$ cat src/rtl/uart_tx_pkg.sv
package uart_tx_pkg;
  typedef enum logic [1:0] {SER_IDLE, SER_START, SER_DATA, SER_STOP} ser_state_e;
  localparam logic [7:0] CHAR_CR = 8'h0D;
  localparam logic [7:0] CHAR_LF = 8'h0A;
endpackage

$ cat src/rtl/tx_ring.sv
module tx_ring #(
  parameter int DEPTH = 8,
  parameter int DW    = 8
) (
  input  logic          clk_i,
  input  logic          rst_ni,
  input  logic          push_i,
  input  logic [DW-1:0] data_i,
  input  logic          pop_i,
  output logic [DW-1:0] head_o,
  output logic          full_o,
  output logic          empty_o
);
  localparam int AW = $clog2(DEPTH);

  logic [DW-1:0] mem [DEPTH];
  logic [AW-1:0] wr_q, rd_q, wr_nxt;

  // one slot is held back so that full and empty differ
  assign wr_nxt  = wr_q + AW'(1);
  assign full_o  = (wr_nxt == rd_q);
  assign empty_o = (wr_q == rd_q);
  assign head_o  = mem[rd_q];

  always_ff @(posedge clk_i) begin
    if (push_i) mem[wr_q] <= data_i;
  end

  always_ff @(posedge clk_i or negedge rst_ni) begin
    if (!rst_ni) begin
      wr_q <= '0;
      rd_q <= '0;
    end else begin
      if (push_i) wr_q <= wr_nxt;
      if (pop_i)  rd_q <= rd_q + AW'(1);
    end
  end
endmodule

$ cat src/rtl/crlf_sel.sv
module crlf_sel
  import uart_tx_pkg::*;
(
  input  logic       clk_i,
  input  logic       rst_ni,
  input  logic [7:0] head_i,
  input  logic       empty_i,
  input  logic       ser_ready_i,
  output logic       load_o,
  output logic [7:0] byte_o,
  output logic       pop_o,
  output logic [7:0] last_o
);
  logic [7:0] last_q;
  logic       insert_cr;

  assign insert_cr = (head_i == CHAR_LF) && (last_q != CHAR_CR);
  assign load_o    = !empty_i && ser_ready_i;
  assign byte_o    = insert_cr ? CHAR_CR : head_i;
  // inserted CR leaves the LF at the head
  assign pop_o     = load_o && !insert_cr;
  assign last_o    = last_q;

  always_ff @(posedge clk_i or negedge rst_ni) begin
    if (!rst_ni)     last_q <= '0;
    else if (load_o) last_q <= byte_o;
  end
endmodule

$ cat src/rtl/tx_serial.sv
module tx_serial
  import uart_tx_pkg::*;
#(
  parameter int DIV_W = 16
) (
  input  logic             clk_i,
  input  logic             rst_ni,
  input  logic [DIV_W-1:0] div_i,
  input  logic             load_i,
  input  logic [7:0]       data_i,
  output logic             ready_o,
  output logic             tx_o
);
  ser_state_e       st_q;
  logic [DIV_W-1:0] cnt_q, div_eff;
  logic [2:0]       bit_q;
  logic [7:0]       sh_q;
  logic             tick;

  assign div_eff = (div_i == '0) ? DIV_W'(1) : div_i;
  assign tick    = (cnt_q == div_eff - DIV_W'(1));
  // accepting on the last stop cycle keeps frames gapless
  assign ready_o = (st_q == SER_IDLE) || ((st_q == SER_STOP) && tick);

  always_comb begin
    unique case (st_q)
      SER_START: tx_o = 1'b0;
      SER_DATA:  tx_o = sh_q[0];
      default:   tx_o = 1'b1;
    endcase
  end

  always_ff @(posedge clk_i or negedge rst_ni) begin
    if (!rst_ni) begin
      st_q  <= SER_IDLE;
      cnt_q <= '0;
      bit_q <= '0;
      sh_q  <= '0;
    end else if (load_i) begin
      st_q  <= SER_START;
      cnt_q <= '0;
      bit_q <= '0;
      sh_q  <= data_i;
    end else begin
      unique case (st_q)
        SER_IDLE: cnt_q <= '0;
        SER_START: begin
          if (tick) begin
            st_q  <= SER_DATA;
            cnt_q <= '0;
          end else cnt_q <= cnt_q + DIV_W'(1);
        end
        SER_DATA: begin
          if (tick) begin
            cnt_q <= '0;
            sh_q  <= {1'b0, sh_q[7:1]};
            if (bit_q == 3'd7) st_q <= SER_STOP;
            else               bit_q <= bit_q + 3'd1;
          end else cnt_q <= cnt_q + DIV_W'(1);
        end
        SER_STOP: begin
          if (tick) begin
            st_q  <= SER_IDLE;
            cnt_q <= '0;
          end else cnt_q <= cnt_q + DIV_W'(1);
        end
        default: st_q <= SER_IDLE;
      endcase
    end
  end
endmodule

$ cat src/rtl/uart_tx_crlf.sv
module uart_tx_crlf #(
  parameter int DEPTH = 8,
  parameter int DIV_W = 16
) (
  input  logic             clk_i,
  input  logic             rst_ni,
  input  logic             wr_valid_i,
  input  logic [7:0]       wr_data_i,
  output logic             wr_ready_o,
  input  logic [DIV_W-1:0] baud_div_i,
  output logic             tx_o,
  output logic             full_o,
  output logic             empty_o
);
  logic       fifo_push, fifo_pop, ser_load, ser_ready;
  logic [7:0] head_byte, ser_byte, last_byte;

  assign wr_ready_o = !full_o;
  assign fifo_push  = wr_valid_i && wr_ready_o;

  tx_ring #(.DEPTH(DEPTH), .DW(8)) u_ring (
    .clk_i   (clk_i),
    .rst_ni  (rst_ni),
    .push_i  (fifo_push),
    .data_i  (wr_data_i),
    .pop_i   (fifo_pop),
    .head_o  (head_byte),
    .full_o  (full_o),
    .empty_o (empty_o)
  );

  crlf_sel u_sel (
    .clk_i       (clk_i),
    .rst_ni      (rst_ni),
    .head_i      (head_byte),
    .empty_i     (empty_o),
    .ser_ready_i (ser_ready),
    .load_o      (ser_load),
    .byte_o      (ser_byte),
    .pop_o       (fifo_pop),
    .last_o      (last_byte)
  );

  tx_serial #(.DIV_W(DIV_W)) u_ser (
    .clk_i   (clk_i),
    .rst_ni  (rst_ni),
    .div_i   (baud_div_i),
    .load_i  (ser_load),
    .data_i  (ser_byte),
    .ready_o (ser_ready),
    .tx_o    (tx_o)
  );
endmodule

$ cat config.mk
export PLATFORM = sky130hd
export DESIGN_NAME = uart_tx_crlf
export DESIGN_NICKNAME = d
export VERILOG_FILES = /design/src/rtl/uart_tx_pkg.sv /design/src/rtl/tx_ring.sv /design/src/rtl/crlf_sel.sv /design/src/rtl/tx_serial.sv /design/src/rtl/uart_tx_crlf.sv
export SDC_FILE = /design/constraint.sdc
export NUM_CORES = 1
export LEC_CHECK = 0
export BUFFER_PORTS_ARGS = -buffer_cell sky130_fd_sc_hd__buf_2
export CELL_PAD_IN_SITES_DETAIL_PLACEMENT = 0
export CELL_PAD_IN_SITES_GLOBAL_PLACEMENT = 1
export CORE_ASPECT_RATIO = 1.5
export CORE_MARGIN = 3
export CORE_UTILIZATION = 46
export DETAILED_ROUTE_END_ITERATION = 8
export PLACE_DENSITY_LB_ADDON = 0.25
export SYNTH_ARGS = -nofsm -noshare
export SYNTH_HDL_FRONTEND = slang
export SYNTH_HIERARCHICAL = 1
export SYNTH_SLANG_ARGS = --single-unit
$ cat constraint.sdc
create_clock -name clk_i -period 5.9 [get_ports clk_i]
set_input_delay 0.59 -clock clk_i [delete_from_list [all_inputs] [get_ports clk_i]]
set_output_delay 0.59 -clock clk_i [all_outputs]
set_load 0.05 [all_outputs]
Yosys cells after proc, flatten, opt, wreduce, memory -nomap -nowiden

Memories as Yosys holds them, arrays and structs flattened.
Index checks and enable logic that the tools add are counted.

Add/sub/neg operators: 5
Equality and inequality tests: 14
Mux-type cells: 21
Reductions and logical operators: 18

Operators with widths:

| operator                                                             | count |
|---|---|
| 16-bit 2-to-1 mux                                                    | 3 |
| 8-bit 2-to-1 mux                                                     | 4 |
| 16-bit one-hot mux with 2 select lines                               | 1 |
| 16-bit by 1-bit adder with 16-bit output, second input constant      | 1 |
| 16-bit == test                                                       | 1 |
| 16-bit zero test                                                     | 1 |
| 16-bit by 1-bit subtractor with 16-bit output, second input constant | 1 |
| 3-bit 2-to-1 mux                                                     | 4 |
| 3-bit by 2-bit != test with 1-bit output, second input constant      | 4 |
| 2-bit 2-to-1 mux                                                     | 5 |
| 3-bit by 1-bit adder with 3-bit output, second input constant        | 3 |
| 8-bit by 4-bit == test with 1-bit output, second input constant      | 1 |
| 8-bit by 4-bit != test with 1-bit output, second input constant      | 1 |
| 3-bit == test                                                        | 2 |
| 2-bit one-hot mux with 3 select lines                                | 1 |
| 1-bit logical AND                                                    | 5 |
| 5-bit AND reduction                                                  | 1 |
| 2-bit == test, second input constant                                 | 2 |
| 2-bit nonzero test                                                   | 2 |
| 4-bit nonzero test                                                   | 1 |
| 3-bit == test, second input constant                                 | 1 |
| 1-bit zero test                                                      | 3 |
| 3-bit AND reduction                                                  | 1 |
| 3-bit OR reduction                                                   | 1 |
| 7 further kinds                                                      | 8 |

Flip-flop bits (word level): 43
Memory bits (writable): 64
Output and inout port bits: 4
Logic and storage cells: 66
Memories: 1

Memory list:

| name       | words | bits a word | read ports | clocked after Yosys merged registers in | write ports | line          | source |
|---|---|---|---|---|---|---|---|
| u_ring.mem | 8     | 8           | 1          | 0                                       | 1           | tx_ring.sv:16 | `logic [DW-1:0] mem [DEPTH];` |

Logic depth before layout (Yosys ltp)

Depth in word-level cells: 9
Gate-level depth with buffers: 20

Hierarchy

Netlist, hierarchy kept.

By module, submodules not included:

| module       | times used | cells each | area each (um^2) |
|---|---|---|---|
| tx_ring      | 1          | 131        | 2854.0 |
| tx_serial    | 1          | 266        | 2377.3 |
| crlf_sel     | 1          | 48         | 411.6 |
| uart_tx_crlf | 1          | 2          | 10.0 |

Least setup slack after synthesis

OpenSTA, ideal clock, no wires.

Kind: input -> register
Start: in baud_div_i[12]
End: reg u_ser.bit_q[0]
Data arrival time: 4.181 ns
Setup slack: 1.591 ns
Stages: 19
Path buffers: 4
Cell sequence: clkbuf_1 > nor4_1 > and4_1 > buf_2 > a21oi_1 > ha_1 > or3b_2 > nor4_4 > xnor2_1 > a2111oi_4 > nand4_4 > nor3_1 > a21o_1 > nand2b_1 > clkbuf_1 > inv_2 > clkbuf_1 > nor2_1 > mux2_1

Longest elaborated chain between the ends: 9

Ends and longest elaborated chain:

| item                                                                 | line               | source |
|---|---|---|
| start, declared                                                      | uart_tx_crlf.sv:10 | `input logic [DIV_W-1:0] baud_div_i,` |
| 16-bit zero test                                                     | tx_serial.sv:20    | `assign div_eff = (div_i == '0) ? DIV_W'(1) : div_i;` |
| 16-bit 2-to-1 mux (*)                                                | tx_serial.sv:20    |  |
| 16-bit by 1-bit subtractor with 16-bit output (*)                    | tx_serial.sv:21    | `assign tick = (cnt_q == div_eff - DIV_W'(1));` |
| 16-bit == test (*)                                                   | tx_serial.sv:21    |  |
| 1-bit logical AND (*)                                                | tx_serial.sv:23    | `assign ready_o = (st_q == SER_IDLE) \|\| ((st_q == SER_STOP) && tick);` |
| 1-bit logical OR (*)                                                 | tx_serial.sv:23    |  |
| net ser_ready                                                        | uart_tx_crlf.sv:15 | `logic fifo_push, fifo_pop, ser_load, ser_ready;` |
| 1-bit logical AND (*)                                                | crlf_sel.sv:18     | `assign load_o = !empty_i && ser_ready_i;` |
| net ser_load                                                         | uart_tx_crlf.sv:15 |  |
| 2-bit != test (no source line) or 2-bit nonzero test (tied branches) | -                  |  |
| 3-bit AND reduction (no source line)                                 | -                  |  |
| end signal, assigned                                                 | tx_serial.sv:58    | `else bit_q <= bit_q + 3'd1;` |
| end, declared                                                        | tx_serial.sv:16    | `logic [2:0] bit_q;` |

The timed path passes the listed nets; every way through them passes the cells marked *.
A chain may end at the register's enable or synchronous reset.

Worst setup path in the final report

Start: in baud_div_i[12]
End: reg u_ring.rd_q[1]

Longest elaborated chain between the ends: 8

Ends and longest elaborated chain:

| item                                              | line               | source |
|---|---|---|
| 16-bit zero test                                  | tx_serial.sv:20    |  |
| 16-bit 2-to-1 mux (*)                             | tx_serial.sv:20    |  |
| 16-bit by 1-bit subtractor with 16-bit output (*) | tx_serial.sv:21    |  |
| 16-bit == test (*)                                | tx_serial.sv:21    |  |
| 1-bit logical AND (*)                             | tx_serial.sv:23    |  |
| 1-bit logical OR (*)                              | tx_serial.sv:23    |  |
| net ser_ready                                     | uart_tx_crlf.sv:15 |  |
| 1-bit logical AND (*)                             | crlf_sel.sv:18     |  |
| net ser_load                                      | uart_tx_crlf.sv:15 |  |
| 1-bit logical AND (*)                             | crlf_sel.sv:21     | `assign pop_o = load_o && !insert_cr;` |
| net fifo_pop                                      | uart_tx_crlf.sv:15 |  |
| end signal, assigned                              | tx_ring.sv:35      | `if (pop_i) rd_q <= rd_q + AW'(1);` |
| end, declared                                     | tx_ring.sv:17      | `logic [AW-1:0] wr_q, rd_q, wr_nxt;` |

Marked as above.

==> flow_summary.yaml <==
clock_tree:
  cts-resized-gates: 0
  cts_tree: "yes"
  cts_setup_buffers: 0
  hold_buffers: 0
  root_buffer: "clkbuf_16"
  path_clk_slew_ns: 0.08
  clk_latency_ns: 0.35
  cts_made_buffers: 9
  clockBufferDepth: 2
  htree_num_levels: 3
  cts_sinks: 107
power_and_ir_drop:
  p_per_area_nw_per_um2: 450.8
  leakagePower_nw: 2.284
  power_mw: 2.790
  ir_drop_v: 0.0003108
floorplan:
  row_count: 49
  die_y_um: 141.8
  io_pins: 31
  floorplan.die_area_um2: 13680
  coreArea_um2: 12020
  initial_core_util_pct: 47.04
  die_width_um: 96.52
yosys:
  synth_edf_count: 64
  yosysMostFrequentCell: "edfxtp_1"
  async_flop_share_pct: 40.19
  yosysUniqueCellTypes: 65
  synthDominantCellAreaShare_pct: 34.00
  synth-seq-area-share_pct: 53.03
  synth_nets: 484
  synth_top_cell_by_area: "edfxtp_1"
  yosys-top-cells-area: "edfxtp_1 34%, dfrtp_1 19%, mux4_1 3.7%"
  synth-main-ff-cell: "edfxtp_1"
  synthCells: 447
  netlist_top_cells_count: "64 x edfxtp_1, 43 x dfrtp_1, 43 x nor2_1"
  syn_avg_cell_area_um2: 12.65
  synth_warnings: 6
  ys_ff_latch: 107
  syn-cell-area_um2: 5653
global_route:
  grt_overflow_total: 0
  grt_pass1_vias: 3429
  grt_usage_pct: 16.39
  grt_pass1_wl_um: 16930
  grt_max_degree: 44
  grt_antenna_before_repair: 0
job:
  cap_violations: 0
place:
  place_area_um2: 5884
  placed_cells: 606
  place_ws_ns: 1.023
  globalplace.congestion: 0.7461
  port_buffers: 30
  dp_hpwl_um: 7762
timing:
  worst_pin_slew_ns: 1.021
  setup_ws_ns: 1.408
  finalHoldViolations: 0
  clock_skew_ns: 0.01333
  post-route-period-util_pct: 76.13
  finalCriticalPeriod_ns: 4.492
  fmax_mhz: 222.6
  slew_viol_final: 0
  setup_tns_ns: 0
  rsz0062_at_grt: "no"
  relSlewSlack_pct: 31.93
  setup_violations: 0
routing:
  routed_wl_um: 10660
  wire_per_inst_um: 17.14
  dr.pass1.iters: 4
  drt_iter0_markers: 110
  vias: 3455
  vias_per_cell: 5.555
  ant_nets: 0
  drc: 0
outcome:
  status: "finished clean"
setup_path:
  ff2ff_setup_slack_ns: 2.28
  cp.arrival_ns: 4.72
  cp.required_ns: 6.13
  timing.rr.end: "u_ring/rd_q[1]"
  r2r-start: "u_ser/cnt_q[9]"
  cp-startpoint: "baud_div_i[12]"
  end_kind: "flop"
  crit_fanout: 34
  critPathLaunchType: "primary input"
  crit_type: "in -> reg"
  ff2ff_path_depth: 11
final_layout:
  area_growth_pct: 9.473
  drive_gt1_share_pct: 18.55
  finalNetCount: 501
  fin_area_um2: 6188
  fillCellCount: 1088
  multi_input_area_um2: 2466
  regArea_um2: 2998
  stdcell_count: 622
  antenna_cells: 0
worst_hold_path:
  min_path_type: "in -> async"
[state kept, by name, summed over array words and instances, names as in the netlist]
register / cells
u_ser/bit_q: 3
u_ring/rd_q: 3
u_ser/cnt_q: 16
u_ring/wr_q: 3
u_ser/sh_q: 8
u_ser/st_q: 2
u_ring/mem: 64
u_sel/last_o: 8
[worst max-delay path by stage]
stage                           to  cells past startpoint
global placement    u_ring/rd_q[1]                     15
global route        u_ring/rd_q[1]                     16
floorplan           u_ser/bit_q[0]                     19
CTS                 u_ring/rd_q[1]                     16
detailed placement  u_ring/rd_q[1]                     15
finish              u_ring/rd_q[1]                     16
[cells by family (layout without fill, tap and decap cells)]
kind of cell / Yosys count / after routing / synth area share (%)
and+or+nand+nor: 166 / 166 / 16.56
DFF: 107 / 107 / 53.03
AOI/OAI and AO/OA: 56 / 56 / 8.411
buffers and inverters: 40 / 62 / 3.475
xor gates and xnor gates: 37 / 37 / 5.976
muxes: 31 / 31 / 10.34
adders and majority gates: 10 / 10 / 2.213
[metrics by stage]
step / hold WS, ns / util [%]
global placement: 0.4676 / 48.97
global route: 0.3706 / 51.50
detailed placement: 0.4637 / 48.97
finish: 0.3006 / 51.50
CTS: 0.3259 / 51.50
floorplan: 0.2944 / -
[worst max-delay path, stage by stage]
cell and delay [ns]:
buf_2 0.14, nor4_1 0.39, and4_1 0.44, a21oi_1 0.13, ha_1 0.25, or3b_2 0.28
nor4_2 0.06, or3_1 0.36, o211ai_1 0.21, nand4_4 0.26, nor3_1 0.19, a21o_1 0.16
nand2b_1 0.19, inv_2 0.45, and2_1 0.27, mux2_2 0.34
[cell type report]
class	count	share of cell area, %
Clock buffer	9	3.639
Tap cell	153	3.093
Timing Repair Buffer	35	3.033
Multi-Input combinational cell	300	39.85
Sequential cell	107	48.44
Clock inverter	7	1.274
Inverter	11	0.6672
[cells in the final DEF, fill, tap and decap left out, types with 5 or more instances in the layout]
cell type	instances
nand3_1	13
mux4_2	8
nand2_1	28
a21oi_1	8
buf_4	5
mux2_4	8
nor2_1	43
buf_2	30
nand2b_1	19
o31a_1	11
inv_1	10
and2_1	6
edfxtp_1	64
o21ai_0	8
nor4b_1	7
nor3_1	14
mux4_1	8
clkbuf_16	9
xnor2_1	18
dfrtp_1	43
xor2_1	18
ha_1	10
[per-layer routing]
layer	vias up	track usage (%)	part of all wire, %
li1	1698	-	-
met1	1708	17.64	38
met5	-	0	0
met3	8	2.759	2.9
met2	41	31.48	58
met4	0	5.174	1.1
[power by group]
| group | total (mW) | internal, mW | switching [mW] |
|---|---|---|---|
| Combinational | 1.07 | 0.506 | 0.564 |
| Clock | 0.597 | 0.303 | 0.293 |
| Sequential | 1.12 | 0.973 | 0.150 |
Power figures use the tool's default switching activity.
